File: config.mk
export PLATFORM = sky130hd
export DESIGN_NAME = np_balance_sel
export DESIGN_NICKNAME = d
export VERILOG_FILES = /design/src/rtl/np_bal_pkg.sv /design/src/rtl/np_vec_classify.sv /design/src/rtl/np_hyst_ctrl.sv /design/src/rtl/np_balance_sel.sv
export SDC_FILE = /design/constraint.sdc
export NUM_CORES = 1
export LEC_CHECK = 0
export ABC_AREA = 1
export CAP_MARGIN = 20
export CORE_MARGIN = 2
export CORE_UTILIZATION = 45
export CTS_CLUSTER_DIAMETER = 150
export DETAILED_ROUTE_END_ITERATION = 16
export MAX_ROUTING_LAYER = met4
export PLACE_DENSITY_LB_ADDON = 0.12
export SLEW_MARGIN = 0
export SYNTH_ARGS = -nofsm -noshare
export SYNTH_HDL_FRONTEND = slang
export SYNTH_SLANG_ARGS = --single-unit
File: constraint.sdc
create_clock -name clk_i -period 1.6 [get_ports clk_i]
set_input_delay 0.32 -clock clk_i [delete_from_list [all_inputs] [get_ports clk_i]]
set_output_delay 0.32 -clock clk_i [all_outputs]
set_load 0.02 [all_outputs]
File: src/rtl/np_bal_pkg.sv
package np_bal_pkg;
  localparam int unsigned NPH = 3;

  typedef logic [1:0] lvl_t;
  localparam lvl_t LVL_POS = 2'b01;
  localparam lvl_t LVL_ZER = 2'b00;
  localparam lvl_t LVL_NEG = 2'b11;

  typedef enum logic [2:0] {
    VC_ZERO  = 3'd0,
    VC_SM_UP = 3'd1,
    VC_SM_LO = 3'd2,
    VC_MED   = 3'd3,
    VC_LARGE = 3'd4
  } vclass_e;

  // the unused code reads as the zero level
  function automatic lvl_t norm_lvl(lvl_t x);
    return (x == 2'b10) ? LVL_ZER : x;
  endfunction
endpackage

File: src/rtl/np_vec_classify.sv
module np_vec_classify
  import np_bal_pkg::*;
#(
  parameter int unsigned NP = NPH
) (
  input  logic [NP-1:0][1:0] req_i,
  output logic [NP-1:0][1:0] canon_o,
  output logic [NP-1:0][1:0] partner_o,
  output vclass_e            cls_o
);
  logic [NP-1:0] is_p, is_z, is_n;

  for (genvar g = 0; g < NP; g++) begin : g_ph
    assign canon_o[g]   = norm_lvl(req_i[g]);
    assign is_p[g]      = (canon_o[g] == LVL_POS);
    assign is_z[g]      = (canon_o[g] == LVL_ZER);
    assign is_n[g]      = (canon_o[g] == LVL_NEG);
    // other member of a small pair: one level down from upper, one up from lower
    assign partner_o[g] = (cls_o == VC_SM_UP) ? canon_o[g] - 2'b01
                                              : canon_o[g] + 2'b01;
  end

  always_comb begin
    unique case ({|is_p, |is_z, |is_n})
      3'b110:  cls_o = VC_SM_UP;
      3'b011:  cls_o = VC_SM_LO;
      3'b111:  cls_o = VC_MED;
      3'b101:  cls_o = VC_LARGE;
      default: cls_o = VC_ZERO;
    endcase
  end
endmodule

File: src/rtl/np_hyst_ctrl.sv
module np_hyst_ctrl #(
  parameter int DW   = 12,
  parameter int HYST = 40
) (
  input  logic                 clk_i,
  input  logic                 rst_ni,
  input  logic                 upd_i,
  input  logic signed [DW-1:0] vdiff_i,
  input  logic                 cur_dir_i,
  output logic                 pick_lo_o
);
  localparam int PW = DW + 1;
  localparam logic signed [PW-1:0] H_POS = PW'(HYST);
  localparam logic signed [PW-1:0] H_NEG = -H_POS;

  logic signed [PW-1:0] vext, prod;
  logic                 pick_q;

  assign vext = {vdiff_i[DW-1], vdiff_i};
  assign prod = cur_dir_i ? vext : -vext;

  always_comb begin
    if (prod > H_POS)      pick_lo_o = 1'b1;
    else if (prod < H_NEG) pick_lo_o = 1'b0;
    else                   pick_lo_o = pick_q;
  end

  always_ff @(posedge clk_i or negedge rst_ni) begin
    if (!rst_ni)    pick_q <= 1'b0;
    else if (upd_i) pick_q <= pick_lo_o;
  end
endmodule

File: src/rtl/np_balance_sel.sv
module np_balance_sel
  import np_bal_pkg::*;
#(
  parameter int DW   = 12,
  parameter int HYST = 40
) (
  input  logic                 clk_i,
  input  logic                 rst_ni,
  input  logic                 strobe_i,
  input  logic [1:0]           req_a_i,
  input  logic [1:0]           req_b_i,
  input  logic [1:0]           req_c_i,
  input  logic signed [DW-1:0] vdiff_i,
  input  logic                 cur_dir_i,
  output logic [1:0]           app_a_o,
  output logic [1:0]           app_b_o,
  output logic [1:0]           app_c_o,
  output logic [2:0]           class_o
);
  logic [NPH-1:0][1:0] req_v, canon, partner, up_mem, lo_mem, sel_v, app_q;
  vclass_e             cls, sel_cls, cls_q;
  logic                pick_lo, is_small;

  assign req_v = {req_c_i, req_b_i, req_a_i};

  np_vec_classify #(.NP(NPH)) u_cls (
    .req_i     (req_v),
    .canon_o   (canon),
    .partner_o (partner),
    .cls_o     (cls)
  );

  np_hyst_ctrl #(.DW(DW), .HYST(HYST)) u_hyst (
    .clk_i     (clk_i),
    .rst_ni    (rst_ni),
    .upd_i     (strobe_i),
    .vdiff_i   (vdiff_i),
    .cur_dir_i (cur_dir_i),
    .pick_lo_o (pick_lo)
  );

  always_comb begin
    is_small = (cls == VC_SM_UP) || (cls == VC_SM_LO);
    up_mem   = (cls == VC_SM_UP) ? canon : partner;
    lo_mem   = (cls == VC_SM_LO) ? canon : partner;
    if (is_small) begin
      sel_v   = pick_lo ? lo_mem : up_mem;
      sel_cls = pick_lo ? VC_SM_LO : VC_SM_UP;
    end else begin
      sel_v   = canon;
      sel_cls = cls;
    end
  end

  always_ff @(posedge clk_i or negedge rst_ni) begin
    if (!rst_ni) begin
      app_q <= '0;
      cls_q <= VC_ZERO;
    end else if (strobe_i) begin
      app_q <= sel_v;
      cls_q <= sel_cls;
    end
  end

  assign app_a_o = app_q[0];
  assign app_b_o = app_q[1];
  assign app_c_o = app_q[2];
  assign class_o = cls_q;
endmodule

==> out/metrics.yaml <==
grt:
  grt_max_degree: 12
  track_usage_pct: 31.48
  grt_pass1_wl_um: 6306
  gr-total-overflow: 0
  grt_pass1_vias: 1400
  grt_antenna_before_repair: 0
  use_met2_pct: 54.94
  busiest_layer: "met2"
  gr-usage-met3_pct: 6.215
  grtUsageMet1_pct: 38.01
outcome:
  violations: "negative setup slack"
  status: "finished, violations left"
sta:
  fin_crit_ps: 1765
  worst_slew_pin_slew_ps: 488.8
  fmax_mhz: 566.5
  rsz0062_at_grt: "yes"
  finalSetupViolCount: 7
  skew_ps: 3.724
  post-route-period-util_pct: 110.3
  maxSlewViolCount: 0
  finalHoldViolCount: 0
  timing.setup.tns_ps: -783.9
  setup_slack_ps: -165.1
  max_slew_margin_pct: 67.31
die:
  ios: 31
  die-area_um2: 2840
  rows: 17
  die_y_um: 53.30
  die_x_um: 53.30
  core_area_um2: 2255
  start_util_pct: 48.50
placed_design:
  dp_hpwl_um: 2573
  place_congestion: 0.9278
  dp_slack_ps: -646.3
  portBuffers: 30
cells_and_area:
  areaGrowthSynthToFinish_pct: 84.10
  diodes: 0
  final_nets: 278
  nFillCells: 109
  drive_gt1_share_pct: 52.16
power_and_ir_drop:
  power_frac_clock_pct: 20.9
  p_sw_uw: 463.2
  p_leak_nw: 1.054
  p_int_uw: 694.9
  switching_share_pct: 39.99
  power_frac_seq_pct: 26.3
  irDropWorstVdd_mv: 0.5432
  combPwrFrac_pct: 52.9
  powerDensity_nw_per_um2: 575.3
critical_path:
  cp-end-kind: "flop"
  r2r_start: "u_hyst.pick_q$_DFFE_PN0P_"
  crit_fanout: 4
  required_ps: 1780
  cp.arrival_ps: 1950
  worstSetupStartpointType: "input pin"
  cp-startpoint: "vdiff_i[1]"
  reg2reg_slack_ps: 240
  critPathKind: "input pin to flop"
synthesis:
  yosysTopAreaCell: "dfrtp_1"
  synth_edf_count: 0
  synth_ff_type: "dfrtp_1"
  avgSynthCellArea_um2: 6.321
  ys.warnings.count: 0
  synth_top_cell_area_share_pct: 22.88
  synth_most_common_cell: "nand2_1"
  synth_cells: 173
  netlist_area_um2: 1094
  synth_common_cells: "nand2_1, nand3_1, nor2_1"
  synth.distinct_cells: 26
  synthesis.nets: 195
  async_flop_share_pct: 100.0
  ys_ff_latch: 10
  ys_top_cells_by_area: "dfrtp_1, nand2_1, nand3_1"
  synth.yosys.seq_area_share_pct: 22.88
clock_tree:
  htree_levels: 1
  numCtsBuffers: 3
  tritoncts: "built"
  cts.path.max_buffers: 2
  clock_latency_ps: 280
  cts_root_buf: "clkbuf_4"
  clock_sinks: 10
  clk_pin_slew_ps: 70
  postCtsHoldBufs: 0
detailed_routing:
  vias: 1628
  drtAntennaViolNets: 0
  vias_per_cell: 5.753
  firstDrtPassIters: 5
  drc: 0
  wl_per_cell_um: 17.18
  drt_iter0_drc: 126
  drt_wl_total_um: 4862
flow_run:
  cap_violations: 0
min_path:
  hold_class: "input pin to async pin"
## metal layers
metal,up-vias,wire [um]
met5,-,0
met4,0,250
met3,37,427
met2,117,2314
met1,747,1870
li1,727,-
## power groups by stage
| stage | logic (mW) | clock network, mW | registers, mW |
|---|---|---|---|
| 2_1_floorplan | 0.206 | 0 | 0.341 |
| 3_3_place_gp | 0.459 | 0 | 0.305 |
| 3_5_place_dp | 0.471 | 0 | 0.307 |
| 4_1_cts | 0.524 | 0.239 | 0.303 |
| 5_1_grt | 0.642 | 0.261 | 0.306 |
| 6_report | 0.612 | 0.242 | 0.304 |
## worst max-delay path, cell delays in order
cell,delay (ps)
buf_8,100
nor2_4,170
buf_6,130
nand3_4,100
nand2_4,80
nand2_1,70
nand2_1,100
nand2_2,90
nand2_1,80
nor2_1,60
nand2_1,90
nand2_4,90
buf_6,140
nand3_4,80
nand3_1,100
nand3_1,100
nand2_1,50
## kinds of logic after synthesis
logic type             count (synthesis)  synth area share, %
DFF                                   10                22.88
and+or+nand+nor                      121                58.12
buffers and inverters                 24                9.268
AOI/OAI and AO/OA                     18                9.726
## repair_timing
item / 4_1_cts / 5_1_grt
gates resized for setup: 88 / 38
cloned: 1 / 0
endpoints found under the setup margin: 9 / 13
setup buffers: 18 / 3
pin swaps: 31 / 24
## through the flow
stage | total power, mW | cell area (um2) | hold WS, ps | cells | util [%]
floorplan | 0.5476 | 1094 | 24.41 | 173 | -
global placement | 0.7643 | 1620 | 464.3 | 257 | 71.86
detailed placement | 0.7787 | 1620 | 476.7 | 257 | 71.86
CTS | 1.066 | 1842 | 379.0 | 280 | 81.69
global route | 1.209 | 2013 | 392.1 | 283 | 89.29
finish | 1.158 | 2013 | 360.8 | 283 | 89.29
## flip-flops by register name, summed over array words and instances (netlist names)
signal,flops
class_o,3
u_hyst.pick_q,1
app_c_o,2
app_b_o,2
app_a_o,2
## final timing paths
| path | endpoint | cells past startpoint |
|---|---|---|
| max | app_a_o[0]$_DFFE_PN0P_ | 17 |
| min reg2reg | app_c_o[0]$_DFFE_PN0P_ | 2 |
| min | app_b_o[0]$_DFFE_PN0P_ | 1 |
| max in group asynchronous | class_o[0]$_DFFE_PN0P_ | 1 |
| max reg2reg | app_a_o[0]$_DFFE_PN0P_ | 9 |
| min in group clk_i | app_c_o[1]$_DFFE_PN0P_ | 3 |
## layout by cell type (no fill, tap or decap), drive strengths merged
master | Yosys | layout
clkdlybuf4s50 | 0 | 6
dlymetal6s2s | 0 | 5
clkbuf | 0 | 5
dfrtp | 10 | 10
o211ai | 1 | 1
nor3 | 4 | 4
inv | 21 | 21
a31oi | 3 | 3
a211oi | 1 | 1
a21oi | 6 | 6
o21ai | 6 | 6
nand3 | 27 | 27
nor2 | 26 | 26
clkinv | 1 | 1
a22o | 1 | 1
nand4 | 2 | 2
dlygate4sd2 | 0 | 7
nand2 | 60 | 60
clkinvlp | 0 | 1
nand3b | 2 | 2
buf | 2 | 60
## cell type report
class	instances	area (um2)	share of cell area, %
timing repair buffer	79	669.4	33.25
inverter	22	87.58	4.351
clock buffer	4	36.28	1.802
timing repair inverter	1	7.507	0.3729
multi-input combinational	139	927.1	46.05
sequential	10	250.2	12.43
tap	28	35.03	1.740
No activity file was read; power rests on OpenSTA's default activity.
